--- src/rtl/serial_id_responder.sv ---
`timescale 1ns/1ps
module serial_id_responder #(
  parameter int ID_W = 32,
  parameter logic [ID_W-1:0] ID_VALUE = 32'h980055AA,
  parameter int PAGE_W = 6,
  parameter int BYTE_W = 8,
  parameter int CTRL_W = 16
) (
  input  logic                         clk,
  input  logic                         rst_n,
  input  logic                         wr_en,
  input  logic [CTRL_W-1:0]            wr_data,
  input  logic [BYTE_W-1:0]            img_byte,
  output logic [PAGE_W+$clog2(PAGE_W+2)-1:0] img_addr,
  output logic                         dout
);
  localparam int CMD_W = PAGE_W + 2;
  localparam int OFF_W = $clog2(CMD_W);
  localparam int POS_W = $clog2(ID_W + 1);
  localparam int IDX_W = $clog2(ID_W);
  localparam logic [POS_W-1:0] POS_END = POS_W'(ID_W);

  typedef enum logic [1:0] {ST_IDLE, ST_LOAD, ST_SHIFT} st_t;

  st_t                state_q, state_d;
  logic [POS_W-1:0]   pos_q, pos_d;
  logic [ID_W-1:0]    buf_q, buf_d;
  logic [CMD_W-1:0]   cmd_q, cmd_d, last_q, last_d;
  logic [PAGE_W-1:0]  page_q, page_d;
  logic               prev_clk_q, cmd_mode_q, cmd_mode_d;

  wire din    = wr_data[0];
  wire clk_b  = wr_data[1];
  wire rst_b  = wr_data[2];
  wire sta_b  = wr_data[3];
  wire cmd_b  = wr_data[4];

  logic unused_hi;
  assign unused_hi = ^wr_data[CTRL_W-1:5];

  wire fall = wr_en & prev_clk_q & ~clk_b;
  wire rise = wr_en & ~prev_clk_q & clk_b;

  function automatic logic [CMD_W-1:0] op_pat(input int k);
    logic [CMD_W-1:0] base;
    base = k[0] ? {(CMD_W/2){2'b10}} : {(CMD_W/2){2'b01}};
    return base & ({CMD_W{1'b1}} << k);
  endfunction

  logic             op_hit;
  logic [OFF_W-1:0] op_off;
  always_comb begin
    op_hit = 1'b0;
    op_off = '0;
    for (int k = 0; k < CMD_W; k++) begin
      if (cmd_q == op_pat(k)) begin
        op_hit = 1'b1;
        op_off = OFF_W'(k);
      end
    end
  end

  wire page_hit = cmd_q[CMD_W-1] & cmd_q[0];
  wire run_cmd  = fall & cmd_mode_q & ~cmd_b & (cmd_q != last_q);

  assign img_addr = {page_q, op_off};

  always_comb begin
    state_d    = state_q;
    pos_d      = pos_q;
    buf_d      = buf_q;
    cmd_d      = cmd_q;
    last_d     = last_q;
    page_d     = page_q;
    cmd_mode_d = cmd_mode_q;
    if (wr_en && rst_b) begin
      state_d = ST_IDLE;
      pos_d   = '0;
    end
    if (fall) begin
      if (state_d == ST_IDLE && sta_b) state_d = ST_LOAD;
      if (state_d == ST_LOAD && !sta_b) state_d = ST_SHIFT;
      if (state_d == ST_LOAD) begin
        buf_d = ID_VALUE;
        pos_d = '0;
      end
      if (state_d == ST_SHIFT && pos_d < POS_END) pos_d = pos_d + POS_W'(1);
      if (run_cmd) begin
        if (page_hit) begin
          page_d = cmd_q[PAGE_W:1];
          buf_d  = '0;
          pos_d  = '0;
        end
        if (op_hit) begin
          state_d = ST_SHIFT;
          pos_d   = '0;
          buf_d   = {img_byte, {(ID_W-BYTE_W){1'b0}}};
        end
        last_d = cmd_q;
      end
      cmd_mode_d = cmd_b;
    end
    if (rise && cmd_b) begin
      cmd_d      = {cmd_q[CMD_W-2:0], din};
      cmd_mode_d = 1'b1;
    end
  end

  always_ff @(posedge clk or negedge rst_n) begin
    if (!rst_n) begin
      state_q    <= ST_IDLE;
      pos_q      <= '0;
      buf_q      <= '0;
      cmd_q      <= '0;
      last_q     <= '0;
      page_q     <= '0;
      prev_clk_q <= 1'b0;
      cmd_mode_q <= 1'b0;
    end else begin
      state_q    <= state_d;
      pos_q      <= pos_d;
      buf_q      <= buf_d;
      cmd_q      <= cmd_d;
      last_q     <= last_d;
      page_q     <= page_d;
      cmd_mode_q <= cmd_mode_d;
      if (wr_en) prev_clk_q <= clk_b;
    end
  end

  wire [IDX_W-1:0] bit_idx = IDX_W'(ID_W-1) - pos_q[IDX_W-1:0];
  assign dout = (pos_q < POS_END) & buf_q[bit_idx];

endmodule

--- config.mk ---
export PLATFORM = sky130hd
export DESIGN_NAME = serial_id_responder
export DESIGN_NICKNAME = d
export VERILOG_FILES = /design/src/rtl/serial_id_responder.sv
export SDC_FILE = /design/constraint.sdc
export NUM_CORES = 1
export LEC_CHECK = 0
export BUFFER_PORTS_ARGS = -buffer_cell sky130_fd_sc_hd__buf_2
export CAP_MARGIN = 10
export CORE_MARGIN = 2
export CORE_UTILIZATION = 30
export DETAILED_ROUTE_END_ITERATION = 10
export PLACE_DENSITY_LB_ADDON = 0.05
export REMOVE_ABC_BUFFERS = 1
export SLEW_MARGIN = 20
export SYNTH_ARGS = -nofsm -noshare
export SYNTH_HDL_FRONTEND = slang
export SYNTH_SLANG_ARGS = --single-unit
--- constraint.sdc ---
create_clock -name clk -period 6.05 [get_ports clk]
set_input_delay 0.605 -clock clk [delete_from_list [all_inputs] [get_ports clk]]
set_output_delay 0.605 -clock clk [all_outputs]
set_load 0.01 [all_outputs]
* Word-level counts from Yosys, hierarchy flattened
Index checks and enable logic that the tools add are counted.
Widths: inputs -> output; s select.
** Word-level totals
- Flip-flop bits (word level) :: 64
- Bits in latches :: 0
- Bits in writable memories :: 0
- ROM bits :: 0
- Logic and storage cells :: 86
- Memories :: 0
** Cells by class
- Add/subtract/negate cells :: 2
- $mul :: 0
- Div/mod/pow operators :: 0
- Magnitude comparators :: 3
- Equal/unequal tests :: 12
- Shifts and indexed selects :: 0
- Multiplexer cells :: 39
- Bitwise operators :: 12
- Reductions and logical operators :: 10
** Operator list (number)
- $mux 32 :: 4
- $mux 6 :: 8
- $eq 8x7->1 const B :: 4
- $eq 8x8->1 const B :: 4
- $mux 3 :: 6
- $mux 2 :: 8
- $lt 6x6->1 const B :: 2
- $mux 1 :: 12
- $and 1x1->1 :: 9
- $ne 8x8->1 :: 1
- $add 6x1->6 const B :: 1
- $lt 5x6->1 const B :: 1
- $bmux 1 s5 :: 1
- $logic_and 1x1->1 :: 5
- $sub 5x5->5 const A :: 1
- $eq 2x1->1 const B :: 2
- $not 1->1 :: 3
- $reduce_and 3->1 :: 1
- $eq 2x2->1 const B :: 1
- $logic_not 2->1 :: 1
- $reduce_and 2->1 :: 1
- $reduce_bool 2->1 :: 1
- $logic_not 1->1 :: 1

* Longest topological paths before layout
Gate-level depths: netlist of the first run.
- Depth in word-level cells :: 20
- Gate-level depth with buffers :: 9
- Mapped depth without buffers :: 8

* Least setup slack after synthesis of the first run
OpenSTA, ideal clock, no wires.
- Path kind :: register to output
- Start point :: register pos_q[0]
- End point :: output port dout
- Data arrival time :: 1.915 ns
- Setup slack :: 3.530 ns
- Cell stages (with the launch flop) :: 6
- Buffers on the path :: 1
- Cell sequence :: dfrtp_1 clkbuf_1 mux4_2 mux4_2 mux2i_1 nor2_1
** On the way
- Longest elaborated chain between the ends :: 4
** Ends and longest elaborated chain
- from (decl) :: RTL line 26 : logic [POS_W-1:0] pos_q, pos_d;
- from (signal assigned) :: RTL line 121 : pos_q <= pos_d;
- $sub 5x5->5 :: RTL line 131 : wire [IDX_W-1:0] bit_idx = IDX_W'(ID_W-1) - pos_q[IDX_W-1:0];
- $bmux 1 s5 :: RTL line 132 : assign dout = (pos_q < POS_END) & buf_q[bit_idx];
- $mux 1 (implied by the code) :: RTL line 132
- $and 1x1->1 * :: RTL line 132
- to (decl) :: RTL line 15 : output logic dout
Mark *: on every way between the ends. The rest lies on a longest branch, timed or not. The select of a mux whose other input is x is not followed.

* Final worst setup path of the first run
Ends and elaborated chain as after synthesis.

==> results of run 1 <==
[cell type report]
type | count | area (um2)
fillers | 983 | 6310
flip-flops and latches | 64 | 1600
multi-input cells | 162 | 1330
clock buffers | 14 | 183
well taps | 133 | 166
repair buffers | 27 | 140
clock inverters | 2 | 35.0
inverters | 3 | 11.3
[worst max-delay path by stage]
stage | startpoint | endpoint | cells after the start
2_1_floorplan | cmd_q[3] | pos_q[4] | 6
3_3_place_gp | wr_en | pos_q[4] | 7
3_5_place_dp | wr_en | pos_q[4] | 7
4_1_cts | pos_q[0] | dout | 5
5_1_grt | pos_q[0] | dout | 5
6_report | pos_q[0] | dout | 5
[metrics by stage]
step                      worst slack (ps)  utilization, %  hold slack (ps)  cell area, um2
after CTS                             2880            35.5              447            3470
after global routing                  2750            35.5              466            3470
final                                 2920            35.5              421            3470
after floorplan                       3330               -              309            2940
after detailed placement              3140            33.2              468            3250
after global placement                3140            33.2              462            3250
[where the power goes]
part / switching, mW / internal [mW] / total, mW
clock: 0.164 / 0.235 / 0.399
combinational: 0.0784 / 0.113 / 0.192
sequential: 0.0739 / 0.469 / 0.543
total: 0.316 / 0.818 / 1.13
[critical path: stages, from the launching register on]
cell and delay, ps:
dfrtp_1 710, mux4_2 600, mux4_2 490, mux2i_1 200, nor2_1 50, buf_2 140
[synth_stat cells, drive strengths merged, types with 2 or more instances]
| cell | count |
|---|---|
| a21oi | 6 |
| a22o | 5 |
| a31oi | 3 |
| and2 | 18 |
| and3 | 2 |
| and4 | 2 |
| buf | 7 |
| clkbuf | 9 |
| dfrtp | 64 |
| inv | 3 |
| mux2 | 24 |
| mux4 | 10 |
| nand2 | 20 |
| nand3 | 3 |
| nand3b | 2 |
| nand4 | 5 |
| nand4b | 2 |
| nor2 | 10 |
| nor3 | 4 |
| nor3b | 3 |
| nor4b | 2 |
| nor4bb | 2 |
| o211a | 2 |
| o21a | 9 |
| o21ai | 9 |
| xnor2 | 8 |
[layer usage]
metal	vias up	global-route usage, %	wire (um)
li1	931	-	-
met1	980	20.4	3540
met2	31	17.5	2730
met3	11	2.94	190
met4	0	6.66	158
met5	-	0	0
[state kept, by name (all words and copies together) (netlist names)]
| name | cells |
|---|---|
| cmd_mode_q | 1 |
| last_q | 8 |
| pos_q | 6 |
| page_q | 6 |
| state_q | 2 |
| prev_clk_q | 1 |
| buf_q | 32 |
| cmd_q | 8 |
[cell families after synthesis]
group,synth area share [%]
AOI/OAI and AO/OA,8.92
xor gates and xnor gates,2.60
adders and majority gates,0.413
buffers and inverters,3.22
DFF,52.9
muxes,16.7
and+or+nand+nor,15.3
[cell usage in the layout, fill, tap and decap left out, types with 2 or more instances in the layout]
| cell type | netlist | layout |
|---|---|---|
| a21oi_1 | 5 | 5 |
| inv_1 | 3 | 3 |
| dfrtp_1 | 64 | 64 |
| buf_2 | 3 | 25 |
| and4_1 | 2 | 2 |
| nand4b_1 | 2 | 2 |
| clkbuf_8 | 0 | 13 |
| mux2_2 | 24 | 24 |
| mux4_2 | 10 | 10 |
| nand2_1 | 20 | 20 |
| o21ai_0 | 9 | 8 |
| nand3_1 | 3 | 3 |
| and3_1 | 2 | 2 |
| o21a_1 | 9 | 9 |
| nor3b_1 | 3 | 3 |
| buf_4 | 2 | 2 |
| and2_1 | 18 | 18 |
| nor4bb_1 | 2 | 2 |
| xnor2_1 | 8 | 8 |
| nor2_1 | 9 | 9 |
| nor3_1 | 4 | 4 |
| a22o_1 | 5 | 5 |
| a31oi_1 | 3 | 3 |
| nand4_1 | 5 | 5 |
| nand3b_1 | 2 | 2 |
==> metrics.csv, run 1 <==
metric,value,unit
largest net degree at the start of global routing,65,
Residual DRC,0,
"Reg clk slew, reported paths",70,ps
max_cap viols,0,
GRT Resource Usage Total,13.4,%
Fin Clk Skew,9.03,ps
worst r2r dst,pos_q[4],
setup violators final,0,
TritonCTS Buffers,9,
Ports,37,
final hold vios,0,
worst skew pair latency,340,ps
Port Buffers,25,
R2R setup slack,3360,ps
global-route wire length before repair,11100,um
number of synthesized register bits,64,
Mean Syn Cell Area,12.4,um2
Worst setup SP type,flip-flop,
R2R cell count,6,
clock tree buffer depth,2,
num rows,36,
Max-slew headroom,34.4,%
CTS H-tree lvls,3,
DP HPWL,4210,um
post-route insts no fill,405,
First-pass DRT Iterations,4,
Mapped Area,3030,um2
Hold Buf Count CTS,0,
Crit Reg-Reg Startpoint,cmd_q[4],
Slew @ Worst Pin,981,ps
fmax,319,MHz
CP arrival,2520,ps
aggregate negative setup slack,0,ps
warnings from Yosys,0,
Synth Flop Type,dfrtp_1,
clock sink count,64,
"Async S/R FF share, synth",100,%
Final #Nets,295,
Final Power,1.13,mW
placed insts,389,
crit path kind,flip-flop to primary output,
core area,9770,um2
fin. max-slew vios,0,
Starting Density,31.0,%
post_cts resized,0,
status,finished clean,
RSZ-0062 raised after global routing,false,
largest area contributor in the netlist,dfrtp_1,
post-DR vias/cell,4.82,
final wirelength,6620,um
Final min period,3130,ps
Synth area leaders,"dfrtp_1 (53%), mux2_2 (8.9%), mux4_2 (7.4%)",
Pwr Density,327,nW/um2
Layout area overhead,14.5,%
Yosys top cell area share,52.9,%
layout cell share with drive strength beyond 1,29.8,%
GP Congestion,0.761,
Post-synth EDFFs,0,
Peak supply drop,125,uV
Final ANT Viol Nets,0,
register area share after synthesis,52.9,%
DRT iter0 DRCs,61,
Post-CTS Repair Setup Buffers,0,
Die Ht,104,um
Setup crit end kind,primary output,
vias in the first global route,2015,
Clock Tree Root,clkbuf_8,
Crit Path Max Fanout,10,
ant diodes,0,
Synth Instances,245,
wire length per cell,16.3,um
fin crit share,51.7,%
CTS tree,built,
DIE WIDTH,104,um
Static Leak,1.55,nW
Vias,1953,
"Distinct cells, synth",43,
worst min-delay path class,input port to asynchronous set/reset pin,
die footprint,10900,um2
WP data required,5440,ps
total gr overflow,0,
initial antenna violation count,0,
Note: power is estimated with default switching activity, not from simulation.
==> inputs of run 2 (changes only) <==
--- a/config.mk
+++ b/config.mk
@@ -5,6 +5,7 @@
 export SDC_FILE = /design/constraint.sdc
 export NUM_CORES = 1
 export LEC_CHECK = 0
+export ABC_AREA = 1
 export BUFFER_PORTS_ARGS = -buffer_cell sky130_fd_sc_hd__buf_2
 export CAP_MARGIN = 10
 export CORE_MARGIN = 2
==> constraint.sdc (replaced) <==
create_clock -name clk -period 2.7 [get_ports clk]
set_input_delay 0.27 -clock clk [delete_from_list [all_inputs] [get_ports clk]]
set_output_delay 0.27 -clock clk [all_outputs]
set_load 0.01 [all_outputs]
==> run 2 against run 1 <==
Sequential share of layout area is 4.6 points lower. Flip-flop and latch count unchanged. Sequential power is 140% higher. Largest power group unchanged. Power is 150% higher. Routed wire length up 24%. Clock power increased by 130%. Core utilization grew 0.21 points. Synthesized cell count rose by 76%. Combinational power grew to 3.1 times the previous value. Largest cell class unchanged.
==> metrics.csv, run 2 <==
metric,value,unit
GP Congestion,0.744,
wire length on met1,3710,um
Hold Buf Count CTS,1,
routed length on met2,4180,um
fin. max-slew vios,0,
setup violators final,0,
num rows,38,
aggregate negative setup slack,0,ps
Worst setup SP type,flip-flop,
Port Buffers,25,
Fin Clk Skew,10.3,ps
Biggest register,buf_q,
GRT Resource Usage Total,15.3,%
post-synthesis simple-gate area fraction,28.8,%
CTS tree,built,
DP HPWL,5830,um
Setup crit end kind,primary output,
Synth area leaders,"dfrtp_1 (48%), nand2_1 (14%), nand3_1 (5.6%)",
Sw Pwr,0.864,mW
Hold EP,cmd_q[0],
Slew @ Worst Pin,713,ps
Crit Reg-Reg Startpoint,cmd_q[0],
status,finished clean,
DIE WIDTH,109,um
sequential power share,46.1,%
Met3 Wirelength,224,um
R2R setup slack,830,ps
Layout area overhead,16.2,%
DRT iter0 DRCs,74,
Post-CTS Repair Setup Buffers,0,
post-route insts no fill,610,
Max-slew headroom,52.5,%
ant diodes,0,
First-pass DRT Iterations,4,
wire length per cell,13.4,um
Residual DRC,0,
post_cts resized,0,
register area share after synthesis,48.3,%
clock sink count,64,
Top Registers,"buf_q: 32 flops, cmd_q: 8 flops, last_q: 8 flops",
"Distinct cells, synth",28,
post-synthesis compound-gate area fraction,11.6,%
"Async S/R FF share, synth",100,%
Synth Instances,431,
fin crit share,78.5,%
final hold vios,0,
setup ws final,580,ps
warnings from Yosys,0,
die footprint,11900,um2
crit path kind,flip-flop to primary output,
layout cell share with drive strength beyond 1,17.9,%
total gr overflow,0,
Final min period,2120,ps
TritonCTS Buffers,9,
mux contribution to synthesized area,0,%
clock tree buffer depth,2,
worst skew pair latency,340,ps
Peak supply drop,308,uV
"commonest non-fill, non-tap cell in the layout",nand2_1,
max reg flops,32,
CP arrival,1850,ps
fmax,472,MHz
largest area contributor in the netlist,dfrtp_1,
Switching Fraction,30.9,%
largest net degree at the start of global routing,37,
Pwr Density,725,nW/um2
R2R cell count,10,
max_cap viols,0,
Static Leak,1.95,nW
Clock power frac,32.8,%
Final #Nets,493,
Clock Tree Root,clkbuf_8,
Mean Syn Cell Area,7.69,um2
DR top layer,met4,
worst min-delay path class,input port to flip-flop,
Die Ht,109,um
core area,10800,um2
number of synthesized register bits,64,
Post-synth EDFFs,0,
WP data required,2430,ps
pre-CTS WS,631,ps
"Reg clk slew, reported paths",70,ps
worst r2r dst,buf_q[3],
placed insts,593,
"commonest cells after routing, fill and taps aside","nand2_1 (121), dfrtp_1 (64), inv_1 (49)",
RSZ-0062 raised after global routing,false,
post-synthesis xor/xnor area fraction,2.11,%
hold depth,3,
adder-cell area share of the yosys netlist,0.378,%
Synth Flop Type,dfrtp_1,
vias in the first global route,2721,
post-DR vias/cell,4.50,
Int Power,1.93,mW
Mapped Area,3310,um2
CTS H-tree lvls,3,
synth cell count leaders,"nand2_1 (121), dfrtp_1 (64), inv_1 (49)",
Crit Path Max Fanout,14,
Starting Density,30.7,%
Ports,37,
largest family of logic cells by synthesized area,simple AND/OR/NAND/NOR gates,
final wirelength,8190,um
Yosys top cell area share,48.3,%
global-route wire length before repair,13800,um
Final ANT Viol Nets,0,
initial antenna violation count,0,
Comb pwr share,21.1,%
most common cell in the netlist,nand2_1,
Vias,2744,
Hold Startpoint,wr_data[0],
run 2: cell count changes in the layout (fill, tap and decap cells not counted), sizes merged, moves of 6 or more:
cell   before  now
nand2      20  126
inv         3   58
nor2       10   48
nand3       3   37
o21ai       9   41
mux2       24    0
a21oi       6   26
and2       18    0
mux4       10    0
o21a        9    0
buf        27   35
xnor2       8    1
xor2        1    7
run 2: final cells by class:
cell class / count / area [um2]
clock buffers: 13 / 149
clock inverters: 3 / 65.1
fillers: 1184 / 6940
inverters: 58 / 218
multi-input cells: 296 / 1420
flip-flops and latches: 64 / 1600
well taps: 140 / 175
repair buffers: 36 / 223
run 2: metrics by stage:
stage	total power [mW]	utilization [%]	area (um2)	hold WS [ps]
after floorplan	1.70	-	3240	-25.6
after global placement	1.90	33.6	3630	364
after detailed placement	1.91	33.6	3630	364
after CTS	2.85	35.7	3850	115
after global routing	3.01	35.7	3850	134
final	2.79	35.7	3850	135
run 2: worst max-delay path by stage:
stage / startpoint / to / depth (start not counted)
floorplan: prev_clk_q / buf_q[1] / 9
global placement: wr_en / pos_q[4] / 14
detailed placement: wr_en / pos_q[4] / 14
CTS: pos_q[0] / dout / 9
global route: pos_q[0] / dout / 9
finish: pos_q[0] / dout / 9
run 2: power groups by stage:
stage / logic (mW) / registers (mW) / clock network, mW
2_1_floorplan: 0.403 / 1.29 / 0
5_1_grt: 0.694 / 1.32 / 0.997
4_1_cts: 0.607 / 1.29 / 0.952
3_3_place_gp: 0.600 / 1.30 / 0
3_5_place_dp: 0.603 / 1.31 / 0
6_report: 0.590 / 1.29 / 0.916
run 2: worst max-delay path: stages, from the launching register on:
cell and delay (ps):
dfrtp_1 480, buf_4 230, a21oi_1 130, o21ai_0 100, nand3_1 100, nand2_1 50, nor2_1 120, nor2_1 60
nor2_1 100, buf_2 140
run 2: routing by layer:
metal,global-route usage (%),up-vias
met5,0,-
met4,3.85,0
met3,3.95,7
met2,26.6,22
met1,18.8,1287
li1,-,1428
run 2: cells by family after synthesis:
family / count (synthesis)
simple gates: 217
buf+inv: 71
compound gates: 70
flops: 64
xor+xnor: 8
fa+ha+maj: 1
==> inputs of run 3 (changes only) <==
==> constraint.sdc (replaced) <==
create_clock -name clk -period 1.75 [get_ports clk]
set_input_delay 0.175 -clock clk [delete_from_list [all_inputs] [get_ports clk]]
set_output_delay 0.175 -clock clk [all_outputs]
set_load 0.01 [all_outputs]
==> run 3 against run 2 <==
The run now ends with setup timing left. Clock-buffer cell count rose by 2. Critical path depth decreased by 2. Via count increased by 4.7%. Flip-flop and latch count is the same. Core utilization grew 3.2 points. Cell count grew 4.6%. Largest power group unchanged. Highest routed layer unchanged.
==> metrics.csv, run 3 (same netlist as run 2, synthesis figures left out) <==
metric,value,unit
status,finished with violations,
failing checks,setup timing,
Pwr Density,1020,nW/um2
Comb pwr share,26.6,%
Static Leak,2.10,nW
"commonest cells after routing, fill and taps aside","nand2_1 (105), dfrtp_1 (58), inv_1 (48)",
Worst setup SP type,flip-flop,
Top Registers,"buf_q: 32 flops, cmd_q: 8 flops, last_q: 8 flops",
Port Buffers,25,
CTS tree,built,
sequential power share,46.4,%
Sw Pwr,1.42,mW
worst skew pair latency,350,ps
First-pass DRT Iterations,4,
DIE WIDTH,109,um
Int Power,2.86,mW
total gr overflow,0,
design area,4200,um2
DRT iter0 DRCs,76,
core area,10800,um2
Crit Path Max Fanout,22,
fmax,510,MHz
initial antenna violation count,0,
max reg flops,32,
WP data required,1570,ps
Final #Nets,522,
Switching Fraction,33.3,%
Final min period,1960,ps
num rows,38,
Hold Startpoint,wr_data[0],
Ports,37,
worst min-delay path class,input port to flip-flop,
CP arrival,1790,ps
Final ANT Viol Nets,0,
layout cell share with drive strength beyond 1,29.1,%
Vias,2872,
Biggest register,buf_q,
wire length per cell,13.6,um
DP Area,3730,um2
final hold vios,0,
Peak supply drop,596,uV
Clock Tree Root,clkbuf_8,
CTS H-tree lvls,3,
setup violators final,1,
Residual DRC,0,
Crit Reg-Reg Startpoint,cmd_q[0],
TritonCTS Buffers,9,
"Reg clk slew, reported paths",70,ps
crit path kind,flip-flop to primary output,
Starting Density,30.7,%
Max-slew headroom,71.4,%
max_cap viols,0,
pre-CTS WS,-53.7,ps
vias in the first global route,2769,
worst setup path start,pos_q[0],
clock tree buffer depth,2,
DP HPWL,5790,um
Layout area overhead,26.7,%
GRT Resource Usage Total,15.5,%
largest net degree at the start of global routing,65,
clock sink count,64,
setup ws final,-212,ps
global-route wire length before repair,13800,um
"commonest non-fill, non-tap cell in the layout",nand2_1,
Setup crit end kind,primary output,
die footprint,11900,um2
Clock power frac,27.0,%
RSZ-0062 raised after global routing,true,
Slew @ Worst Pin,430,ps
Fin Clk Skew,5.24,ps
fin. max-slew vios,0,
final wirelength,8680,um
ant diodes,0,
GP Congestion,0.772,
fin crit share,112,%
Die Ht,109,um
post-DR vias/cell,4.50,
[run 3: cell types whose count changed in the layout (fill, tap and decap cells not counted), sizes merged]
cell,change
clkinv,-1
buf,+28
nand2,+1
bufinv,-2
clkbuf,+2
[run 3: metrics by stage]
step	TNS [ps]	instances	hold WS, ps	power (mW)	util, %
2_1_floorplan	-4620	418	-121	2.62	-
3_3_place_gp	-365	605	229	2.97	34.6
3_5_place_dp	-360	605	228	2.98	34.6
4_1_cts	-247	625	19.9	4.18	36.6
5_1_grt	-470	638	38.3	4.61	38.9
6_report	-212	638	36.9	4.28	38.9
[run 3: power groups by stage]
stage | clock network [mW] | registers (mW) | logic, mW
floorplan | 0 | 2.00 | 0.622
global placement | 0 | 2.01 | 0.958
detailed placement | 0 | 2.01 | 0.973
CTS | 1.19 | 1.98 | 1.01
global route | 1.28 | 2.03 | 1.31
finish | 1.15 | 1.99 | 1.14
[run 3: final cells by class]
cell class,instances,area (um2)
clock buffers,15,166
fillers,1146,6590
inverters,58,223
multi-input cells,297,1560
flip-flops and latches,64,1610
well taps,140,175
repair buffers,64,464
[run 3: worst max-delay path, cell delays in order, from the launching register on]
cell	delay [ps]
dfrtp_2	450
buf_12	170
o21ai_0	180
nand3_1	120
a21oi_1	160
o21bai_1	90
nor2_1	120
buf_2	140
[run 3: path summary, 6_finish.rpt]
path                             endpoint  slack, ps  cells past startpoint
worst max-delay path                 dout       -210                      7
min in group asynchronous        buf_q[1]        370                      3
max in group asynchronous        cmd_q[2]       1070                      3
worst min register to register  page_q[5]        470                      2
worst max register to register  buf_q[13]         90                     11
worst min-delay path             cmd_q[0]         40                      3
[run 3: repair_timing]
| action | 4_1_cts | 5_1_grt |
|---|---|---|
| setup buffers | 4 | 11 |
| hold endpoints to repair | 64 | 0 |
| pin swaps | 1 | 12 |
| cloned | 0 | 2 |
| setup endpoints to repair | 24 | 55 |
| gates resized for setup | 7 | 53 |
| hold buffers | 1 | 0 |
[run 3: layer usage]
| metal | global-route usage [%] | routed length (um) |
|---|---|---|
| met4 | 7.97 | 209 |
| met2 | 25.6 | 4300 |
| met5 | 0 | 0 |
| met1 | 19.1 | 3970 |
| met3 | 3.23 | 200 |
